[src/rtl/gpc_pkg.sv]
`timescale 1ns/1ps
package gpc_pkg;

    typedef enum logic [1:0] {
        GL_MASTER     = 2'd0,
        GL_SLAVE      = 2'd1,
        GL_DYN_MASTER = 2'd2,
        GL_DYN_SLAVE  = 2'd3
    } gl_mode_e;

    typedef enum logic [1:0] {
        SYNC_FREE  = 2'd0,
        SYNC_EDGE  = 2'd1,
        SYNC_SOF   = 2'd2,
        SYNC_FREE2 = 2'd3
    } sync_sel_e;

endpackage

[src/rtl/gpc_trigger.sv]
`timescale 1ns/1ps
module gpc_trigger
    import gpc_pkg::*;
(
    input  logic       clk,
    input  logic       rst_n,
    input  logic [1:0] sync_sel,
    input  logic       fsync_in,
    input  logic       sof_in,
    output logic       trig_o,
    output logic       free_o
);

    typedef struct packed {
        logic fs_prev;
    } trig_st_t;

    trig_st_t st_d, st_q;

    always_comb begin
        st_d         = st_q;
        st_d.fs_prev = fsync_in;
        trig_o       = 1'b1;
        free_o       = 1'b0;
        case (sync_sel_e'(sync_sel))
            SYNC_EDGE: trig_o = st_q.fs_prev & ~fsync_in;
            SYNC_SOF:  trig_o = sof_in;
            default: begin
                trig_o = 1'b1;
                free_o = 1'b1;
            end
        endcase
    end

    always_ff @(posedge clk) begin
        if (!rst_n) st_q <= '0;
        else        st_q <= st_d;
    end

endmodule

[src/rtl/gpc_index_pick.sv]
`timescale 1ns/1ps
module gpc_index_pick
    import gpc_pkg::*;
#(
    parameter int NUM_FRAMES = 3,
    parameter int PTR_W      = 2,
    parameter int DLY_W      = 5
) (
    input  logic [1:0]       mode_i,
    input  logic             first_i,
    input  logic [PTR_W-1:0] cur_i,
    input  logic [PTR_W-1:0] peer_i,
    input  logic [DLY_W-1:0] delay_i,
    output logic [PTR_W-1:0] next_o
);

    localparam int CW = ((DLY_W > PTR_W) ? DLY_W : PTR_W) + 2;
    localparam logic [CW-1:0] NF = CW'(NUM_FRAMES);

    generate
        if (NUM_FRAMES == 1) begin : g_single
            assign next_o = '0;
        end else begin : g_ring
            logic [CW-1:0] peer_w, dly_w, inc_w, pick_w;

            always_comb begin
                peer_w = CW'(peer_i) % NF;
                dly_w  = CW'(delay_i) % NF;
                if (first_i)                    inc_w = '0;
                else if (CW'(cur_i) == NF - 1)  inc_w = '0;
                else                            inc_w = CW'(cur_i) + 1'b1;

                case (gl_mode_e'(mode_i))
                    GL_SLAVE: begin
                        pick_w = peer_w + NF - dly_w;
                        if (pick_w >= NF) pick_w = pick_w - NF;
                    end
                    GL_DYN_MASTER: begin
                        pick_w = inc_w;
                        if (pick_w == peer_w)
                            pick_w = (pick_w == NF - 1) ? '0 : pick_w + 1'b1;
                    end
                    GL_DYN_SLAVE: pick_w = peer_w;
                    default:      pick_w = inc_w;
                endcase
                next_o = pick_w[PTR_W-1:0];
            end
        end
    endgenerate

endmodule

[src/rtl/genlock_ptr_ctrl.sv]
`timescale 1ns/1ps
module genlock_ptr_ctrl
    import gpc_pkg::*;
#(
    parameter int  NUM_FRAMES = 3,
    parameter bit  IS_READ    = 1'b1,
    parameter int  DLY_W      = 5,
    localparam int PTR_W      = (NUM_FRAMES > 1) ? $clog2(NUM_FRAMES) : 1
) (
    input  logic             clk,
    input  logic             rst_n,
    input  logic             genlock_en,
    input  logic [1:0]       gl_mode,
    input  logic [1:0]       sync_sel,
    input  logic [DLY_W-1:0] frame_delay,
    input  logic             fsync_in,
    input  logic             sof_in,
    input  logic             frame_done,
    input  logic [PTR_W-1:0] peer_ptr_in,
    output logic [PTR_W-1:0] ptr_out,
    output logic [PTR_W-1:0] active_idx,
    output logic             busy,
    output logic             frame_start,
    output logic             sof_user0
);

    typedef struct packed {
        logic             busy;
        logic             started;
        logic [PTR_W-1:0] active;
        logic [PTR_W-1:0] ptr;
        logic             start_p;
        logic             sof_p;
    } ctrl_st_t;

    ctrl_st_t   st_d, st_q;
    logic       trig, free_sel;
    logic       start_evt, done_evt, sof_cand;
    gl_mode_e   eff_mode;
    logic [PTR_W-1:0] next_idx;

    gpc_trigger u_trig (
        .clk      (clk),
        .rst_n    (rst_n),
        .sync_sel (sync_sel),
        .fsync_in (fsync_in),
        .sof_in   (sof_in),
        .trig_o   (trig),
        .free_o   (free_sel)
    );

    assign eff_mode = genlock_en ? gl_mode_e'(gl_mode) : GL_MASTER;

    gpc_index_pick #(
        .NUM_FRAMES (NUM_FRAMES),
        .PTR_W      (PTR_W),
        .DLY_W      (DLY_W)
    ) u_pick (
        .mode_i  (eff_mode),
        .first_i (~st_q.started),
        .cur_i   (st_q.active),
        .peer_i  (peer_ptr_in),
        .delay_i (frame_delay),
        .next_o  (next_idx)
    );

    assign done_evt  = st_q.busy & frame_done;
    assign start_evt = trig & (~st_q.busy | frame_done);

    generate
        if (IS_READ) begin : g_read
            assign sof_cand = start_evt & free_sel;
        end else begin : g_write
            assign sof_cand = 1'b0;
        end
    endgenerate

    always_comb begin
        st_d         = st_q;
        st_d.start_p = start_evt;
        st_d.sof_p   = sof_cand;
        if (start_evt) begin
            st_d.busy    = 1'b1;
            st_d.started = 1'b1;
            st_d.active  = next_idx;
            if (eff_mode != GL_DYN_MASTER) st_d.ptr = next_idx;
        end else if (done_evt) begin
            st_d.busy = 1'b0;
        end
        if (done_evt && eff_mode == GL_DYN_MASTER) st_d.ptr = st_q.active;
    end

    always_ff @(posedge clk) begin
        if (!rst_n) st_q <= '0;
        else        st_q <= st_d;
    end

    assign ptr_out     = st_q.ptr;
    assign active_idx  = st_q.active;
    assign busy        = st_q.busy;
    assign frame_start = st_q.start_p;
    assign sof_user0   = st_q.sof_p;

endmodule

[config.mk]
export PLATFORM = sky130hd
export DESIGN_NAME = genlock_ptr_ctrl
export DESIGN_NICKNAME = d
export VERILOG_FILES = /design/src/rtl/gpc_pkg.sv /design/src/rtl/gpc_trigger.sv /design/src/rtl/gpc_index_pick.sv /design/src/rtl/genlock_ptr_ctrl.sv
export SDC_FILE = /design/constraint.sdc
export NUM_CORES = 1
export LEC_CHECK = 0
export BUFFER_PORTS_ARGS = -buffer_cell sky130_fd_sc_hd__buf_4
export CORE_MARGIN = 2
export CORE_UTILIZATION = 40
export CTS_BUF_LIST = sky130_fd_sc_hd__clkbuf_4 sky130_fd_sc_hd__clkbuf_8
export CTS_CLUSTER_DIAMETER = 40
export DETAILED_ROUTE_END_ITERATION = 6
export GPL_TIMING_DRIVEN = 1
export PLACE_DENSITY_LB_ADDON = 0.2
export SYNTH_ARGS = -nofsm -noshare
export SYNTH_HDL_FRONTEND = slang
export SYNTH_SLANG_ARGS = --single-unit
[constraint.sdc]
create_clock -name clk -period 4.6 [get_ports clk]
set_input_delay 0 -clock clk [delete_from_list [all_inputs] [get_ports clk]]
set_output_delay 0 -clock clk [all_outputs]
set_load 0.03 [all_outputs]
-- Word level (Yosys, flattened, before mapping)
Cells that the tools add are included.
- bits in registers: 9
- word-level logic and storage cells: 51
- add/subtract/negate cells: 5
- div/mod/pow operators: 2
- magnitude comparators: 1
- eq/ne operators: 9
- muxes and demuxes: 14
- bitwise logic cells: 7
- reductions and logical operators: 6
- operators with widths (kind ; number):
    2-bit two-way mux ; 7
    7-bit two-way mux ; 2
    2-bit == test, second input constant ; 4
    7-bit by 2-bit adder with 7-bit output, second input constant ; 1
    7-bit by 2-bit == test with 1-bit output, second input constant ; 1
    7-bit == test ; 1
    7-bit by 2-bit >= comparator with 1-bit output, second input constant ; 1
    2-bit by 2-bit modulo with 7-bit output, second input constant ; 1
    5-bit by 2-bit modulo with 7-bit output, second input constant ; 1
    7-bit subtractor ; 1
    2-bit case mux with 3 select lines ; 1
    2-bit nonzero test ; 3
    1-bit bitwise AND ; 4
    2-bit by 1-bit == test with 1-bit output, second input constant ; 2
    2-bit by 1-bit adder with 3-bit output, second input constant ; 1
    1-bit two-way mux ; 3
    2-bit by 1-bit adder with 2-bit output, second input constant ; 1
    2-bit != test, second input constant ; 1
    1-bit NOT ; 2
    1-bit case mux with 2 select lines ; 1
    2-bit AND reduction ; 1
    2-bit OR reduction ; 1
    2-bit subtractor, second input constant ; 1
    1-bit logical AND ; 1
    1-bit OR ; 1

-- Depth between registers and ports, before layout
- depth after elaboration: 10
- depth in mapped cells: 21
- mapped depth without buffers: 20

-- Cells and area by module
A second synthesis with hierarchy kept.
- cell total of the unflattened synthesis: 162
- area, all modules: 1252.5 µm²
- by module, submodules not included (module ; instances ; cells an instance ; area each (µm²) ; sequential area each (µm²)):
    gpc_index_pick ; 1 ; 110 ; 778.2 ; 0.0
    genlock_ptr_ctrl ; 1 ; 43 ; 397.9 ; 160.2
    gpc_trigger ; 1 ; 9 ; 76.3 ; 20.0

-- Worst setup path before layout
Ideal clock, no wire load.
- path kind: input to register
- start point: input frame_delay[2]
- end point: register st_q (netlist bit ptr_out[0])
- setup time: 0.125 ns
- data arrival time: 3.770 ns
- required time: 4.475 ns
- setup slack: 0.705 ns
- cell stages on the path: 19
- path buffers: 1
- cell sequence: buf_6 -> xor2_1 -> mux2i_1 -> ha_1 -> and4b_1 -> a2111o_1 -> and2_4 -> nor3_1 -> nand2_1 -> mux2i_1 -> ha_1 -> ha_1 -> ha_1 -> or2_2 -> a221oi_1 -> nor4_1 -> o211ai_2 -> mux2i_1 -> nand3_1
- cells in the longest elaborated chain, start to end: 8
- elaborated cells on any way between the ends: 9
- ends and longest elaborated chain (what ; RTL line ; RTL):
    start: declaration ; genlock_ptr_ctrl.sv:15 ; input logic [DLY_W-1:0] frame_delay,
    5-bit by 2-bit modulo with 7-bit output * ; gpc_index_pick.sv:28 ; dly_w = CW'(delay_i) % NF;
    7-bit subtractor * ; gpc_index_pick.sv:35 ; pick_w = peer_w + NF - dly_w;
    7-bit by 2-bit >= comparator with 1-bit output / 2-bit subtractor (equally long branches) ; gpc_index_pick.sv:36 ; if (pick_w >= NF) pick_w = pick_w - NF;
    2-bit two-way mux * ; gpc_index_pick.sv:36 ;
    2-bit case mux with 3 select lines * ; gpc_index_pick.sv:33 ; case (gl_mode_e'(mode_i))
    2-bit two-way mux * ; genlock_ptr_ctrl.sv:86 ; if (eff_mode != GL_DYN_MASTER) st_d.ptr = next_idx;
    2-bit two-way mux * ; genlock_ptr_ctrl.sv:82 ; if (start_evt) begin
    2-bit two-way mux * ; genlock_ptr_ctrl.sv:90 ; if (done_evt && eff_mode == GL_DYN_MASTER) st_d.ptr = st_q.active;
    end signal: assignment ; genlock_ptr_ctrl.sv:95 ; else st_q <= st_d;
    end: declaration ; genlock_ptr_ctrl.sv:36 ; ctrl_st_t st_d, st_q;
Mark *: on every way between the ends. The rest lies on a longest branch, timed or not. The select of a mux whose other input is x is not followed.
A chain may end at the register's enable or synchronous reset.

-- Final worst setup path
Ends and elaborated chain as after synthesis.

==> flow_summary_export.csv <==
group,metric,value,unit
status,outcome,"complete, no violations",
route,totalWireLength,3050,µm
floorplanning,die_area,3760,µm²
pwr,p_int,213,µW
layout,areaGrowthSynthToFinish,14.9,%
sta,rsz0062_at_grt,"no",
run,drv_cap,0,
global_route,antenna_found_initial,0,
sta,whs,52.4,ps
sta,worstMarginPinSlew,583,ps
route,drt-wirelength-per-cell,13.1,µm
critical_path,worstSetupStartpoint,"frame_delay[2]",
route,drtPass1Iterations,4,
global_route,grt_pass1_vias,1217,
synth,seq_area_frac_synth,13.7,%
pwr,swShare,40.4,%
cts,insertion_delay,250,ps
layout,n_antenna_cell,0,
critical_path,rr_worst_depth,8,
global_route,grt_util_all_layers,18.1,%
critical_path,r2r_start,"u_trig.st_q",
floorplanning,start_util,42.6,%
synth,yosysWarningCount,0,
pwr,p_clk_share,18.4,%
sta,fmax,0.239,GHz
synth,syn_nets,196,
sta,setup_viol,0,
layout,num-fill-cells,300,
floorplanning,fp.dieW,61.3,µm
route,route.vias.total,1308,
synth,ys.flop_type,"dfxtp_1",
floorplanning,die_h,61.3,µm
global_route,grt_max_degree,14,
cts,htree_levels,1,
synth,async_reset_ff_share,0,%
sta,fin_ws,416,ps
cts,cts_buffer_depth,2,
sta,finalClockSkew,3.57,ps
pwr,p_leak,0.000658,µW
critical_path,crit_required,4730,ps
critical_path,cp-endpoint,"ptr_out[0]",
cts,cts_sinks,9,
global_route,grt_first_pass_wirelength,5260,µm
critical_path,crit_fanout,10,
route,vias_per_cell,5.64,
cts,clkTransAtPathRegs,60,ps
layout,final_cell_mix,"23 x buf_4, 17 x nand2_1, 12 x o21ai_0, 9 x inv_1, 9 x dfxtp_1",
sta,setup-tns-final,0,ps
sta,hold_violations,0,
synth,synth_cell_types,54,
synth,syn_inst,170,
critical_path,worstReg2RegEnd,"ptr_out[0]",
layout,drive_gt1_share,21.8,%
global_route,grt-ovfl-total,0,
min_path,hold_class,"in -> reg",
pwr,peakVddDrop,0.000150,V
cts,cts_tree,"built",
sta,slew_headroom,60.5,%
cts,clockRootBuffer,"clkbuf_4",
floorplanning,rows,20,
sta,period_needed,4180,ps
pwr,powerDensity,238,nW/µm²
synth,syn_area_per_cell,7.72,µm²
critical_path,rrSetupSlack,2910,ps
layout,nets,215,
synth,synth_enable_flop_cells,0,
placed_design,gp_congestion,0.861,
critical_path,critPathKind,"in -> reg",
placed_design,placedInstanceArea,1470,µm²
critical_path,cp-start-kind,"input pin",
placed_design,numPortBuffers,23,
floorplanning,core_area,3080,µm²
floorplanning,io_pins,24,
sta,finalMaxSlewViolations,0,
layout,final_common_cell,"buf_4",
pwr,p_sw,145,µW
layout,final_area,1510,µm²
synth,syn_area,1310,µm²
placed_design,pre_cts_slack,197,ps
synth,synth_seq_cells,9,
cts,cts_buffers,3,
critical_path,end_kind,"flip-flop",
pwr,seqPwrFrac,25.6,%
sta,fin_crit_sh,90.9,%
critical_path,arrival,4320,ps
route,drc,0,
placed_design,dp_hpwl,2420,µm
route,drtIter0Drc,97,
pwr,power_frac_comb,56.0,%
route,ant_nets,0,
-- worst min path at each step --
stage                     cells past startpoint  startpoint  slack, ps     endpoint
after CTS                                     2       rst_n         40      st_q[6]
after floorplan                               1    fsync_in        120  u_trig.st_q
final                                         2       rst_n         50         busy
after global placement                        2    fsync_in        210  u_trig.st_q
after detailed placement                      2    fsync_in        220  u_trig.st_q
after global routing                          2       rst_n         60         busy
-- worst max-delay path, stage by stage --
cell	delay, ps
buf_4	150
xor2_1	180
mux2i_1	200
ha_1	280
and4b_1	220
a2111o_1	410
and2_4	200
nor3_1	190
nand2_1	140
mux2i_1	150
ha_2	320
ha_1	230
ha_1	310
nor2_1	70
mux2i_1	200
a21o_1	110
o31ai_1	70
nor4_1	330
o211ai_2	170
mux2i_1	260
nand3_1	110
-- repair_timing --
item                                   4_1_cts  5_1_grt
gates resized for setup                      0        1
hold buffers                                 1        0
setup endpoints to repair                    0        1
setup buffers                                0        0
endpoints found under the hold margin        1        0
-- stage by stage --
step	power (µW)	cells	utilization [%]
3_5_place_dp	291	227	47.6
6_report	358	232	49.0
2_1_floorplan	247	170	-
3_3_place_gp	288	227	47.6
5_1_grt	387	232	49.0
4_1_cts	359	232	48.9
-- power by group through the flow --
stage / Clock, µW / Sequential [µW] / Combinational, µW
detailed placement: 0 / 93.2 / 198
global route: 71.2 / 92.5 / 224
global placement: 0 / 93.0 / 195
floorplan: 0 / 96.3 / 150
CTS: 68.0 / 91.6 / 200
finish: 65.9 / 91.7 / 200
-- Yosys cell counts, types with 5 or more instances --
library cell	count	area (µm²)
dfxtp_1	9	180
nand2_1	17	63.8
inv_1	9	33.8
ha_1	9	113
o21ai_0	12	60.1
mux2i_1	5	50.1
nor2b_1	6	37.5
buf_4	6	45.0
nand3_1	7	35.0
a21oi_1	7	35.0
nor2_1	6	22.5
nand2b_1	6	37.5
-- layer usage --
layer / routed length (µm) / up-vias / GRT usage, %
li1: - / 668 / -
met1: 1390 / 611 / 24.4
met2: 1550 / 27 / 31.3
met3: 86 / 2 / 0.630
met4: 18 / 0 / 5.59
met5: 0 / - / 0
-- cells by family after synthesis --
group / synth area share, %
compound gates: 29.9
xor+xnor: 2.67
fa+ha+maj: 8.58
buf+inv: 8.29
flops: 13.7
mux: 3.81
simple gates: 33.0
-- sequential cells by signal (all words and copies together) (netlist names) --
| signal | count |
|---|---|
| u_trig.st_q | 1 |
| sof_user0 | 1 |
| active_idx | 2 |
| ptr_out | 2 |
| busy | 1 |
| st_q | 1 |
| frame_start | 1 |
-- final cells by class --
| class | instances | area [µm²] | area share, % |
|---|---|---|---|
| clock buffer | 4 | 30.0 | 1.99 |
| inverter | 9 | 33.8 | 2.24 |
| multi-input combinational | 142 | 1030 | 68.0 |
| sequential | 9 | 180 | 12.0 |
| tap | 44 | 55.1 | 3.65 |
| timing repair buffer | 24 | 183 | 12.1 |
Note: power is estimated with default switching activity, not from simulation.
